**config.mk**
```make
export PLATFORM = sky130hd
export DESIGN_NAME = sar_loop_ctrl
export DESIGN_NICKNAME = d
export VERILOG_FILES = /design/src/rtl/sar_loop_pkg.sv /design/src/rtl/sar_pause_timer.sv /design/src/rtl/sar_bit_reg.sv /design/src/rtl/sar_handshake_fsm.sv /design/src/rtl/sar_loop_ctrl.sv
export SDC_FILE = /design/constraint.sdc
export NUM_CORES = 1
export LEC_CHECK = 0
export BUFFER_PORTS_ARGS = -buffer_cell sky130_fd_sc_hd__buf_2
export CORE_MARGIN = 5
export CORE_UTILIZATION = 52
export CTS_BUF_LIST = sky130_fd_sc_hd__clkbuf_2
export DETAILED_ROUTE_END_ITERATION = 10
export PLACE_DENSITY = 0.83
export SLEW_MARGIN = 20
export SYNTH_ARGS = -nofsm -noshare
export SYNTH_HDL_FRONTEND = slang
export SYNTH_HIERARCHICAL = 1
export SYNTH_SLANG_ARGS = --single-unit
```
**constraint.sdc**
```tcl
create_clock -name clk -period 1.55 [get_ports clk]
set_input_delay 0.31 -clock clk [delete_from_list [all_inputs] [get_ports clk]]
set_output_delay 0.31 -clock clk [all_outputs]
set_load 0.05 [all_outputs]
```
**src/rtl/sar_loop_pkg.sv**
```systemverilog
package sar_loop_pkg;
  typedef enum logic [1:0] {
    ST_IDLE = 2'd0,
    ST_ARM  = 2'd1,
    ST_WAIT = 2'd2
  } sar_state_e;
endpackage

```
**src/rtl/sar_pause_timer.sv**
```systemverilog
module sar_pause_timer #(
  parameter int CODE_W = 2
) (
  input  logic              clk,
  input  logic              rst_n,
  input  logic              start_i,
  input  logic [CODE_W-1:0] code_i,
  output logic              hold_o
);
  localparam int CNT_W = CODE_W + 1;

  logic [CNT_W-1:0] cnt_q;

  always_ff @(posedge clk or negedge rst_n) begin
    if (!rst_n)
      cnt_q <= '0;
    else if (start_i)
      cnt_q <= {1'b0, code_i} + CNT_W'(1);
    else if (cnt_q != '0)
      cnt_q <= cnt_q - CNT_W'(1);
  end

  assign hold_o = start_i | (cnt_q != '0);

  assert_window_load_R7: assert property (@(posedge clk) disable iff (!rst_n)
    start_i |=> (cnt_q == {1'b0, $past(code_i)} + CNT_W'(1)));

  assert_window_drains_R7: assert property (@(posedge clk) disable iff (!rst_n)
    (!start_i && cnt_q != '0) |=> (cnt_q == $past(cnt_q) - CNT_W'(1)));
endmodule

```
**src/rtl/sar_bit_reg.sv**
```systemverilog
module sar_bit_reg #(
  parameter int NBITS = 7
) (
  input  logic             clk,
  input  logic             rst_n,
  input  logic             init_i,
  input  logic             take_i,
  input  logic             dec_i,
  output logic [NBITS-1:0] trial_o,
  output logic [NBITS-1:0] result_o,
  output logic             last_o
);
  localparam int IDX_W = (NBITS > 1) ? $clog2(NBITS) : 1;
  localparam logic [IDX_W-1:0] TOP_IDX = IDX_W'(NBITS - 1);

  logic [NBITS-1:0] trial_q;
  logic [NBITS-1:0] result_q;
  logic [IDX_W-1:0] idx_q;

  always_ff @(posedge clk or negedge rst_n) begin
    if (!rst_n) begin
      trial_q  <= '0;
      result_q <= '0;
      idx_q    <= TOP_IDX;
    end else if (init_i) begin
      trial_q  <= '0;
      trial_q[NBITS-1] <= 1'b1;
      result_q <= '0;
      idx_q    <= TOP_IDX;
    end else if (take_i) begin
      result_q[idx_q] <= dec_i;
      trial_q[idx_q]  <= dec_i;
      if (idx_q != '0) begin
        trial_q[idx_q - IDX_W'(1)] <= 1'b1;
        idx_q <= idx_q - IDX_W'(1);
      end
    end
  end

  assign trial_o  = trial_q;
  assign result_o = result_q;
  assign last_o   = (idx_q == '0);

  assert_one_trial_bit_R6: assert property (@(posedge clk) disable iff (!rst_n)
    (init_i || (take_i && !last_o)) |=> ($countones(trial_o ^ result_o) == 1));

  assert_final_trial_R6: assert property (@(posedge clk) disable iff (!rst_n)
    (take_i && !init_i && last_o) |=> (trial_o == result_o));
endmodule

```
**src/rtl/sar_handshake_fsm.sv**
```systemverilog
module sar_handshake_fsm
  import sar_loop_pkg::*;
(
  input  logic clk,
  input  logic rst_n,
  input  logic sample_i,
  input  logic valid_i,
  input  logic hold_i,
  input  logic last_i,
  output logic cmp_clk_o,
  output logic done_o,
  output logic init_o,
  output logic take_o
);
  sar_state_e state_q;
  logic       sample_q;
  logic       strobe_q;
  logic       done_q;

  assign init_o = sample_q & ~sample_i;
  assign take_o = (state_q == ST_WAIT) & valid_i & ~sample_i;

  always_ff @(posedge clk or negedge rst_n) begin
    if (!rst_n) begin
      state_q  <= ST_IDLE;
      sample_q <= 1'b0;
      strobe_q <= 1'b0;
      done_q   <= 1'b0;
    end else begin
      sample_q <= sample_i;
      if (sample_i) begin
        state_q  <= ST_IDLE;
        strobe_q <= 1'b0;
      end else if (init_o) begin
        state_q  <= ST_ARM;
        strobe_q <= 1'b0;
        done_q   <= 1'b0;
      end else begin
        case (state_q)
          ST_ARM: if (!hold_i) begin
            state_q  <= ST_WAIT;
            strobe_q <= 1'b1;
          end
          ST_WAIT: if (valid_i) begin
            strobe_q <= 1'b0;
            if (last_i) begin
              state_q <= ST_IDLE;
              done_q  <= 1'b1;
            end else begin
              state_q <= ST_ARM;
            end
          end
          default: state_q <= ST_IDLE;
        endcase
      end
    end
  end

  assign cmp_clk_o = strobe_q;
  assign done_o    = done_q;

  assert_sample_kills_strobe_R8: assert property (@(posedge clk) disable iff (!rst_n)
    sample_i |=> !cmp_clk_o);

  assert_strobe_waits_R3: assert property (@(posedge clk) disable iff (!rst_n)
    (cmp_clk_o && !valid_i && !sample_i) |=> cmp_clk_o);

  assert_no_rise_in_hold_R7: assert property (@(posedge clk) disable iff (!rst_n)
    $rose(cmp_clk_o) |-> !$past(hold_i));

  assert_done_quiet_R4: assert property (@(posedge clk) disable iff (!rst_n)
    done_o |-> !cmp_clk_o);

  assert_done_after_last_R4: assert property (@(posedge clk) disable iff (!rst_n)
    $rose(done_o) |-> $past(valid_i && last_i && cmp_clk_o));
endmodule

```
**src/rtl/sar_loop_ctrl.sv**
```systemverilog
module sar_loop_ctrl #(
  parameter int NBITS  = 7,
  parameter int CODE_W = 2
) (
  input  logic              clk,
  input  logic              rst_n,
  input  logic              sample_i,
  input  logic              pause_start_i,
  input  logic [CODE_W-1:0] pause_code_i,
  input  logic              cmp_valid_i,
  input  logic              cmp_dec_i,
  output logic              cmp_clk_o,
  output logic [NBITS-1:0]  dac_bits_o,
  output logic [NBITS-1:0]  result_o,
  output logic              done_o
);
  logic hold_w;
  logic last_w;
  logic init_w;
  logic take_w;

  sar_pause_timer #(.CODE_W(CODE_W)) u_timer (
    .clk     (clk),
    .rst_n   (rst_n),
    .start_i (pause_start_i),
    .code_i  (pause_code_i),
    .hold_o  (hold_w)
  );

  sar_handshake_fsm u_fsm (
    .clk       (clk),
    .rst_n     (rst_n),
    .sample_i  (sample_i),
    .valid_i   (cmp_valid_i),
    .hold_i    (hold_w),
    .last_i    (last_w),
    .cmp_clk_o (cmp_clk_o),
    .done_o    (done_o),
    .init_o    (init_w),
    .take_o    (take_w)
  );

  sar_bit_reg #(.NBITS(NBITS)) u_bits (
    .clk      (clk),
    .rst_n    (rst_n),
    .init_i   (init_w),
    .take_i   (take_w),
    .dec_i    (cmp_dec_i),
    .trial_o  (dac_bits_o),
    .result_o (result_o),
    .last_o   (last_w)
  );

  assert_stray_valid_ignored_R9: assert property (@(posedge clk) disable iff (!rst_n)
    (cmp_valid_i && !cmp_clk_o && !init_w) |=> $stable(result_o));
endmodule

```
Word level (Yosys, flattened, before mapping)
Index checks and enable logic that the tools add are counted.
Storage, ports and cells
  flip-flop bits (word level): 25
  word-level logic and storage cells: 72
  output and inout bits: 16
  input port bits: 8
Operators by class
  multiplexer cells: 31
  add/subtract/negate cells: 3
  $lt $le $gt $ge: 4
  equal/unequal tests: 4
  reduce and logical (&&, ||, !) cells: 16
  bitwise operators: 6
Operator list (count)
  $mux 7: 5
  $mux 3: 5
  $bwmux 7: 2
  $reduce_bool 2->1: 6
  $mux 1: 11
  $lt 3x4->1 const B: 2
  $mux 2: 4
  $ne 4x4->1 const B: 2
  $or 7x7->7: 1
  $demux 1 s3: 2
  $ge 3x1->1 const B: 2
  $reduce_bool 3->1: 2
  $sub 3x1->3 const B: 2
  $pmux 2 s2: 1
  $reduce_and 2->1: 2
  $reduce_and 4->1: 1
  $reduce_bool 4->1: 1
  $add 2x1->3 const B: 1
  $and 1x1->1: 3
  $logic_not 3->1: 1
  $reduce_and 3->1: 1
  $eq 2x1->1 const B: 1
  $eq 2x2->1 const B: 1
  $logic_and 1x1->1: 2
  other kinds (3): 3

Longest topological paths before layout
Gate-level depths: netlist of the first run.
  depth after elaboration: 9
  gate-level depth with buffers: 8
  depth with buffers taken out: 7

Modules after synthesis
The synthesis of the first run kept the hierarchy.
By module, submodules not included
  sar_bit_reg: cells an instance 92, sequential area each 427.9 µm², times used 1, area each 996.0 µm²
  sar_handshake_fsm: cells an instance 28, sequential area each 125.1 µm², times used 1, area each 281.5 µm²
  sar_pause_timer: cells an instance 21, sequential area each 75.1 µm², times used 1, area each 212.7 µm²

Least setup slack after synthesis of the first run
OpenSTA, ideal clock, no wires.
  kind: register to register
  start point: register u_timer.cnt_q[0]
  end point: register u_fsm.strobe_q, in the netlist u_fsm/cmp_clk_o
  arrival time: 1.573 ns
  buffers on the path: 0
  library setup time: 0.094 ns
  stages on the path, launching flop included: 8
  slack: -0.116 ns
  cell sequence: dfrtp_1 -> inv_1 -> ha_1 -> nand2b_1 -> nand2b_1 -> and2_1 -> or4_1 -> a211oi_1
Between the ends
  word-level cells in the longest chain between the ends: 4
Ends and longest elaborated chain
  from (decl): RTL line sar_pause_timer.sv:12  | logic [CNT_W-1:0] cnt_q;
  from (signal assigned): RTL line sar_pause_timer.sv:18  | cnt_q <= {1'b0, code_i} + CNT_W'(1);
  from (signal assigned): RTL line sar_pause_timer.sv:20  | cnt_q <= cnt_q - CNT_W'(1);
  $reduce_bool 3->1: RTL line sar_pause_timer.sv:23  | assign hold_o = start_i | (cnt_q != '0);
  $or 1x1->1: RTL line sar_pause_timer.sv:23
  net hold_w: RTL line sar_loop_ctrl.sv:17  | logic hold_w;
  $ne 4x4->1 (no source line)
  $reduce_and 3->1 (no source line)
  to (signal assigned): RTL line sar_handshake_fsm.sv:27  | strobe_q <= 1'b0;
  to (signal assigned): RTL line sar_handshake_fsm.sv:33  | strobe_q <= 1'b0;
  to (signal assigned): RTL line sar_handshake_fsm.sv:36  | strobe_q <= 1'b0;
  to (decl): RTL line sar_handshake_fsm.sv:17  | logic strobe_q;
The timed path passes the listed nets, and every way through them passes these cells.
A chain may end at the register's enable or synchronous reset.

Worst setup path in the final report of the first run
  start point: register u_timer.cnt_q[1]
  end point: register u_fsm.strobe_q, in the netlist u_fsm/cmp_clk_o
The elaborated chain is that of the path after synthesis.

==> results of run 1 <==
critical path, cell delays in order (launching register included):
cell and delay, ns:
dfrtp_1 0.44, inv_2 0.09, ha_4 0.15, nand2b_4 0.05, nand2b_4 0.13, and2_4 0.15, or4_4 0.41, a211oi_2 0.19
cells by family (layout without fill, tap and decap cells):
group                    count (synthesis)  in the layout
AO/OA/AOI/OAI                           29             29
XOR/XNOR                                 1              1
adder cells (fa/ha/maj)                  8              8
buffers and inverters                   18             64
flip-flops                              25             25
multiplexers                             7              7
AND/OR/NAND/NOR                         53             54
sequential cells by signal, indices dropped and copies added, names as in the netlist:
name / flops
u_bits/idx_q: 3
u_bits/result_o: 7
u_bits/trial_o: 7
u_fsm/cmp_clk_o: 1
u_fsm/done_o: 1
u_fsm/sample_q: 1
u_fsm/state_q: 2
u_timer/cnt_q: 3
through the flow:
| stage | setup WS [ns] | util, % | hold slack, ns |
|---|---|---|---|
| 2_1_floorplan | -0.116 | - | 0.0144 |
| 3_3_place_gp | -0.0744 | 62.8 | 0.322 |
| 3_5_place_dp | -0.183 | 62.8 | 0.329 |
| 4_1_cts | -0.110 | 66.7 | 0.0932 |
| 5_1_grt | -0.148 | 68.4 | 0.0718 |
| 6_report | -0.118 | 68.4 | 0.120 |
cells in the final DEF, fill, tap and decap left out, drive strengths merged, types with 3 or more instances in the layout:
| cell | synthesis | routed |
|---|---|---|
| o21ai | 6 | 6 |
| or3b | 3 | 3 |
| mux2i | 7 | 7 |
| nand4 | 3 | 3 |
| inv | 12 | 12 |
| nand4b | 4 | 4 |
| ha | 8 | 8 |
| buf | 6 | 47 |
| nand2 | 6 | 6 |
| and4bb | 3 | 3 |
| nor2b | 6 | 6 |
| nor2 | 10 | 10 |
| dfrtp | 23 | 23 |
| clkbuf | 0 | 4 |
| nor4b | 3 | 3 |
| o211ai | 4 | 4 |
| nand3 | 3 | 3 |
| nand2b | 6 | 6 |
| a21oi | 4 | 4 |
power groups by stage:
stage	Combinational (mW)	Clock, mW	Sequential, mW
4_1_cts	0.231	0.285	0.686
6_report	0.247	0.271	0.686
3_3_place_gp	0.174	0	0.693
3_5_place_dp	0.187	0	0.693
2_1_floorplan	0.0760	0	0.698
5_1_grt	0.272	0.315	0.690
layout make-up:
class                   count  share of cell area [%]
clock buffers               4                    1.06
inverters                  12                    2.39
flip-flops and latches     25                    33.3
repair buffers             48                    16.6
well taps                  31                    2.06
multi-input cells          99                    44.6
worst max path at each step:
stage | from | to | slack (ns) | cells after the start
floorplan | u_timer/cnt_q[0] | u_fsm/cmp_clk_o | -0.12 | 7
global placement | u_timer/cnt_q[0] | u_fsm/cmp_clk_o | -0.07 | 7
detailed placement | u_timer/cnt_q[0] | u_fsm/cmp_clk_o | -0.18 | 7
CTS | u_timer/cnt_q[0] | u_fsm/cmp_clk_o | -0.11 | 7
global route | u_timer/cnt_q[0] | u_fsm/cmp_clk_o | -0.15 | 7
finish | u_timer/cnt_q[1] | u_fsm/cmp_clk_o | -0.12 | 7
timing repair:
action                                  in CTS  in global routing
cloned                                       1                  0
endpoints found under the setup margin      10                 10
setup buffers                                1                  4
hold endpoints to repair                    23                  0
gates resized for setup                     15                  6
hold buffers                                 1                  0
pin swaps                                    2                  9
metal layers:
metal	part of all wire [%]	global-route usage, %	wire length [um]
met1	41	21.7	1460
met2	51	30.7	1820
met3	5.5	4.97	194
met4	1.7	7.53	61
met5	0	0	0
==> impl_results.md, run 1 <==
- Outcome: finished, violations left
- Failing checks: setup timing
- Sequential Area: 628 um^2
- Pre-antenna DRT Iters: 4
- CP endpoint kind: flip-flop
- Multi-input logic area: 842 um^2
- Worst slew pin tran: 0.545 ns
- Tmin final: roughly 1.7 ns
- NumNets Final: 205
- Cell variety after synth: 46
- Final instance area: ~1900 um^2
- Initial Utilization: a little over half
- Placed wire-length estimate: 2400 um
- CP max FO: 2
- Compound-Gate Fraction of Synth Area: 14.0%
- DRT Wirelength: 3540 um
- CTS tree: done
- Reg2reg start: u_timer/cnt_q[1]
- Post-Synth Adder-Cell Area: approximately 6.7%
- First-pass GRT wire length: 5890 um
- Setup-failing EPs final: 1
- Total GRT Usage: 18.3%
- Final ANT Viol Nets: 0
- Routed length per instance: 16.2 um
- Worst Clk Skew: about 0.016 ns
- Required time of the critical path: 1.84 ns
- RSZ-0062 raised after global routing: yes
- Count leader, synth: dfrtp_1
- Residual DRC count: 0
- Antenna violations before repair: 0
- Final worst slack: -0.118 ns
- Top Ports: 24
- Seq pwr share: between 50% and 60%
- Number of synthesized flops with an enable pin: 0
- R2R cell count: 7
- Tot Pwr: 1.20 mW
- Post-synthesis mux area share: 4.70%
- Leakage power: ~0.92 nW
- Synthesized flop and latch total: 25
- Vias after detailed routing: 1295
- Synth top cells by count: dfrtp_1, inv_1, nor2_1
- Setup CP Type: flip-flop to flip-flop
- Placed cells: 208
- Num CTS Buffers: 3
- GR Overflow Total: 0
- Hold path depth: 2
- Yosys top cell area share: roughly two fifths
- F_max: 0.599 GHz
- Post-route insts no fill: 219
- Placer Congestion: 0.911
- Top cells by area, synth: dfrtp_1, ha_1, mux2i_1
- Largest family of logic cells by synthesized area: simple AND/OR/NAND/NOR gates
- CTS root buf: clkbuf_2
- Clock slew at reported path FFs: 0.22 ns
- CTS Sinks: 25
- Crit share post-route: 108%
- Ys async rst share: 100%
- Post-Syn Nets: around 160
- Placed inst area: 1730 um^2
- Post-synthesis average cell area: 10.6 um^2
- DRT iter0 DRCs: 86
- Hold endpoint: u_fsm/state_q[0]
- Area leader, netlist: dfrtp_1
- Clock power share: 22.5%
- Mapped Area: 1490 um^2
- Peak supply drop: about 710 uV
- Share of cells above drive strength 1: 41.0%
- Routed vias/inst: 5.91
- Tightest Hold Check Type: input port to flip-flop
- Number of warning messages in the yosys log: 6
- Largest net degree at the start of global routing: 26
- Top FF cell, synth: dfrtp_1
- Die footprint: a little over 4000 um^2
- Post-synthesis sequential area ratio: 42.1%
- RR Endpoint: u_fsm/cmp_clk_o
- Die width: roughly 64 um
- Pins Over Slew Limit: 0
- Clock latency on the worst-skew pair: 0.37 ns
- Maximum capacitance violations: 0
- N_diodes: 0
- Simple-gate share of the synthesized area: 25.1%
- Reg2reg setup slack: -0.12 ns
- Slew HR: 63.7%
- Filler Cell Count: 203
- Final hold vios: 0
- PD cells: 639 nW/um^2
- Cell-internal power: 874 uW
- Final setup TNS: -0.118 ns
- # rows: 19
- Logic pwr share: 20.5%
- Sw Share: 27.4%
- Chip height: approximately 64 um
- Core area: 2760 um^2
- Synth Area in XOR/XNOR: 0.588%
- IO Port Bufs: 23
- NetSw: 331 uW
- Post-Synthesis Cells: 141
- Startpoint Class: flip-flop
- CP arrival: between 1.5 and 2 ns
- Hold Startpoint: sample_i
- H-Tree Depth: 1
- Vias in the first global route: 1282
- Synth-to-layout area growth: 26.6%
- CTS max path bufs: 2
Power figures use the tool's default switching activity.
==> run 2, diff against run 1 <==
Settings changed: PLACE_DENSITY 0.83 to not set, PLACE_DENSITY_LB_ADDON set to 0.12.
==> run 2 against run 1 <==
Compared with the run above:
- the run still ends with setup timing left
- register-to-register slack got worse by 0.03 ns
- first-iteration DRC count decreased by 38%
- total power decreased by 0.77%
- die area unchanged
- fmax decreased by 1.5%
- clock power decreased by 6%
- core utilization increased by 2.3 points
- combinational power increased by 3%
- worst hold slack improved by 0.036 ns
- non-clock buffer count increased by 6
- critical path type unchanged
- largest cell class unchanged
==> impl_results.md, run 2 (synthesis results as in run 1) <==
- H-Tree Depth: 1
- Largest net degree at the start of global routing: 26
- Critical Path Max Stage Delay: around 0.45 ns
- Crit share post-route: 109%
- Crit-path slowest cell: dfrtp_1
- Final hold vios: 0
- Most used cell, CP: nand2b_4
- Commonest non-fill, non-tap cells in the layout: buf_4, buf_2, dfrtp_1
- Clock latency on the worst-skew pair: 0.33 ns
- Residual DRC count: 0
- Final instance area: 1950 um^2
- Pre-antenna DRT Iters: 4
- Placer Congestion: 0.865
- Worst slew pin tran: 0.561 ns
- Startpoint Class: flip-flop
- CTS root buf: clkbuf_2
- Hold slack: 0.157 ns
- GR Overflow Total: 0
- Peak supply drop: 510 uV
- Placed wire-length estimate: 2430 um
- Initial Utilization: 54.0%
- Failing checks: setup timing
- Top Ports: 24
- Maximum capacitance violations: 0
- Bufs and invs on worst path: 1
- Crit path max-delay family: simple AND/OR/NAND/NOR gates
- CTS tree: done
- Core Util, Final: 70.7%
- Setup CP Type: flip-flop to flip-flop
- Worst Clk Skew: 0.00605 ns
- Placed cells: 208
- Num CTS Buffers: 3
- IO Port Bufs: 23
- NumNets Final: 211
- Outcome: finished, violations left
- CTS max path bufs: 2
- Clock slew at reported path FFs: 0.23 ns
- Tmin final: about 1.7 ns
- Routed vias/inst: 5.78
- Final worst slack: -0.144 ns
- Antenna violations before repair: 0
- Tightest Hold Check Type: input port to flip-flop
- Final ANT Viol Nets: 0
- Required time of the critical path: about 1.8 ns
- Total GRT Usage: 18.3%
- # rows: 19
- PD cells: 613 nW/um^2
- RSZ-0062 raised after global routing: yes
- CP Cell Sequence: inv_2, ha_4, nand2b_4, nand2b_4, and2_4, or4_4, a211oi_2
- Share of cells above drive strength 1: 43.8%
- F_max: about 0.59 GHz
- Slew HR: 62.6%
- Vias after detailed routing: 1301
- Placed inst area: around 1700 um^2
- DRT Wirelength: 3570 um
- Pins Over Slew Limit: 0
- CTS Sinks: 25
- Final setup TNS: -0.173 ns
- Die width: 63.5 um
- Chip height: 63.5 um
- N_diodes: 0
- Leakage power: approximately 0.96 nW
- CP endpoint kind: flip-flop
- Synth-to-layout area growth: 30.8%
- First-pass GRT wire length: 6020 um
- Vias in the first global route: 1324
- CP max FO: 2
- Post-route insts no fill: 225
- DRT iter0 DRCs: 53
- CP arrival: ~2 ns
- Die footprint: roughly 4000 um^2
- Core area: roughly 2800 um^2
- Setup-failing EPs final: 2
- Most common cell after layout, fill and taps aside: buf_4
- Routed length per instance: 15.8 um
## run 2: final cells by class
cell class	instances	area [um^2]
inverter	12	45.0
multi-input combinational	99	860
sequential	25	628
timing repair buffer	54	358
clock buffer	4	20.0
fill	205	808
tap	31	38.8
## run 2: worst reg2reg max path, stage by stage, from the launching register on
cell and delay [ns]:
dfrtp_1 0.45, inv_2 0.08, ha_4 0.15, nand2b_4 0.05, nand2b_4 0.14, and2_4 0.15
or4_4 0.42, a211oi_2 0.20
## run 2: metal layers
metal	track usage, %	routed length [um]	vias to the layer above
li1	-	-	620
met4	5.71	34	0
met5	0	0	-
met3	2.66	135	6
met1	22.8	1550	643
met2	32.0	1840	32
## run 2: worst paths after layout
kind	end	startpoint	slack, ns	cells after the start
min in group asynchronous	u_bits/trial_o[3]	rst_n	0.46	2
max in group asynchronous	u_bits/idx_q[1]	rst_n	0.71	2
worst max-delay path	u_fsm/cmp_clk_o	u_timer/cnt_q[0]	-0.14	7
worst min register to register	u_fsm/state_q[1]	u_fsm/sample_q	0.53	1
worst max register to register	u_fsm/cmp_clk_o	u_timer/cnt_q[0]	-0.14	7
worst min-delay path	u_timer/cnt_q[0]	pause_code_i[0]	0.16	2
## run 2: metrics by stage
step           power (mW)  setup slack (ns)
2_1_floorplan       0.774            -0.116
3_3_place_gp        0.871           -0.0862
3_5_place_dp        0.884            -0.254
4_1_cts              1.20            -0.160
5_1_grt              1.27            -0.226
6_report             1.20            -0.144
## run 2: report_power, final
part | internal, mW | switching (mW)
combinational | 0.138 | 0.117
clock | 0.0682 | 0.186
sequential | 0.673 | 0.0143
total | 0.878 | 0.317
## run 2: repair_timing
item,4_1_cts,5_1_grt
setup endpoints to repair,10,13
gates cloned,1,0
buffers inserted,4,7
pin swaps,5,10
resized for setup,14,9
hold buffers,1,0
hold endpoints to repair,23,0
==> run 3, diff against run 2 <==
--- a/config.mk
+++ b/config.mk
@@ -7,2 +7,3 @@
 export LEC_CHECK = 0
+export ABC_AREA = 0
 export BUFFER_PORTS_ARGS = -buffer_cell sky130_fd_sc_hd__buf_2
--- a/constraint.sdc
+++ b/constraint.sdc
@@ -3,2 +3,2 @@
 set_output_delay 0.31 -clock clk [all_outputs]
-set_load 0.05 [all_outputs]
+set_load 0.1 [all_outputs]
==> run 3 against run 2 <==
Compared with the run above:
- total power increased by 0.61%
- non-clock buffer count unchanged
- register-to-register slack about the same
- combinational power increased by 2%
- cell count unchanged
- fmax decreased by 0.24%
- sequential power about the same
- core utilization increased by 1.0 points
- the flow still finishes with violations (setup timing)
- highest routed layer unchanged
- worst hold slack got worse by 0.0034 ns
- clock skew decreased by 0.0029 ns
- largest power group unchanged
- first-iteration DRC count increased by 28%
==> impl_results.md, run 3 (synthesis results as in run 1) <==
- Tot Pwr: about 1.2 mW
- Hold Startpoint: pause_code_i[0]
- R2R cell count: 7
- CTS max path bufs: 2
- Clock latency on the worst-skew pair: ~0.33 ns
- Routed length per instance: 15.8 um
- Core Util, Final: a little under three quarters
- Peak supply drop: 511 uV
- Leakage power: 0.954 nW
- CP endpoint kind: flip-flop
- Synth-to-layout area growth: 32.7%
- Required time of the critical path: between 1.5 and 2 ns
- Most used cell, CP: nand2b_4
- RSZ-0062 raised after global routing: yes
- Clock slew at reported path FFs: 0.23 ns
- Tightest Hold Check Type: input port to flip-flop
- Total GRT Usage: 18.3%
- Largest net degree at the start of global routing: 26
- Busiest grt layer: met2
- Num CTS Buffers: 3
- Tmin final: 1.70 ns
- WP depth: 7
- IO Port Bufs: 23
- Die width: 63.5 um
- Placed wire-length estimate: 2430 um
- NumNets Final: 211
- Critical Path Max Stage Delay: 0.45 ns
- N_diodes: 0
- GR Util met3: 2.66%
- Vias after detailed routing: 1294
- Worst slew pin tran: 0.560 ns
- CP Cell Sequence: inv_2, ha_4, nand2b_4, nand2b_4, and2_4, or4_4, a211oi_2
- Worst Clk Skew: 0.00317 ns
- DRT iter0 DRCs: about 70
- Filler Cell Count: 196
- GR Overflow Total: 0
- DRT Wirelength: 3560 um
- Residual DRC count: 0
- Crit path max-delay family: simple AND/OR/NAND/NOR gates
- Top Ports: 24
- Outcome: finished, violations left
- CP arrival: between 1.5 and 2 ns
- CTS root buf: clkbuf_2
- Setup CP Type: flip-flop to flip-flop
- Core area: 2760 um^2
- Slew HR: a little over three fifths
- Crit share post-route: 110%
- Routed vias/inst: 5.75
- Pins Over Slew Limit: 0
- Share of cells above drive strength 1: 43.8%
- Pre-antenna DRT Iters: 4
- First-pass GRT wire length: approximately 6000 um
- Final ANT Viol Nets: 0
- Crit-path slowest cell: dfrtp_1
- Commonest non-fill, non-tap cells in the layout: buf_4, dfrtp_1, buf_2
- Most common cell after layout, fill and taps aside: buf_4
- H-Tree Depth: 1
- Setup-failing EPs final: 3
- Failing checks: setup timing
- CTS Sinks: 25
- Bufs and invs on worst path: 1
- Hold path depth: 2
- CTS tree: done
- GR Layer Usage met2: 32.0%
- CP max FO: 2
- Met1 Track Usage GR: 22.8%
- Die footprint: 4040 um^2
- Placer Congestion: 0.865
- Final worst slack: -0.148 ns
- Vias in the first global route: 1324
- Antenna violations before repair: 0
- Maximum capacitance violations: 0
- PD cells: between 600 and 700 nW/um^2
- Chip height: 63.5 um
- Reg2reg start: u_timer/cnt_q[0]
- Final hold vios: 0
- F_max: 0.589 GHz
- # rows: 19
- Worst setup startpoint: u_timer/cnt_q[0]
- Initial Utilization: 54.0%
- Startpoint Class: flip-flop
run 3: cell count changes in the layout (fill, tap and decap cells not counted):
cell	previous run	this run
buf_2	23	12
clkbuf_4	0	11
run 3: stage by stage:
step / instances / hold WS, ns / setup slack (ns) / instance area [um^2] / TNS [ns]
after global routing: 225 / 0.105 / -0.226 / 1980 / -0.777
after CTS: 218 / 0.136 / -0.160 / 1860 / -0.212
final: 225 / 0.153 / -0.148 / 1980 / -0.183
after detailed placement: 208 / 0.334 / -0.254 / 1730 / -0.473
after global placement: 208 / 0.332 / -0.0862 / 1730 / -0.132
after floorplan: 141 / 0.0144 / -0.117 / 1490 / -0.117
run 3: routing by layer:
metal  part of all wire (%)  routed length (um)
met2                     52                1840
met4                   0.70                  25
met1                     44                1570
met3                    3.3                 118
met5                      0                   0
run 3: power breakdown:
part,leakage (nW),internal [mW],total (mW),switching [mW]
Clock,0.0166,0.0682,0.256,0.188
Sequential,0.326,0.673,0.687,0.0142
Combinational,0.611,0.138,0.260,0.122
run 3: cell type report:
class	count	area, um^2	area share, %
multi-input cells	99	860	43.5
flip-flops and latches	25	628	31.8
repair buffers	54	385	19.5
inverters	12	45.0	2.28
well taps	31	38.8	1.96
clock buffers	4	20.0	1.01
run 3: timing repair:
| action | CTS | global route |
|---|---|---|
| buffers inserted | 4 | 7 |
| setup endpoints to repair | 10 | 24 |
| pin swaps | 5 | 10 |
| hold buffers | 1 | 0 |
| hold endpoints to repair | 23 | 0 |
| gates cloned | 1 | 0 |
| resized for setup | 14 | 20 |
run 3: worst register-to-register path: stages (launching register included):
cell      delay [ns]
dfrtp_1         0.45
inv_2           0.08
ha_4            0.15
nand2b_4        0.05
nand2b_4        0.14
and2_4          0.15
or4_4           0.42
a211oi_2        0.20
run 3: final timing paths:
kind | endpoint | slack [ns]
min in group asynchronous | u_bits/result_o[6] | 0.46
max in group asynchronous | u_bits/idx_q[1] | 0.71
setup / recovery | u_fsm/cmp_clk_o | -0.15
hold reg to reg | u_fsm/state_q[1] | 0.53
hold / removal | u_timer/cnt_q[0] | 0.15
setup reg to reg | u_fsm/cmp_clk_o | -0.15
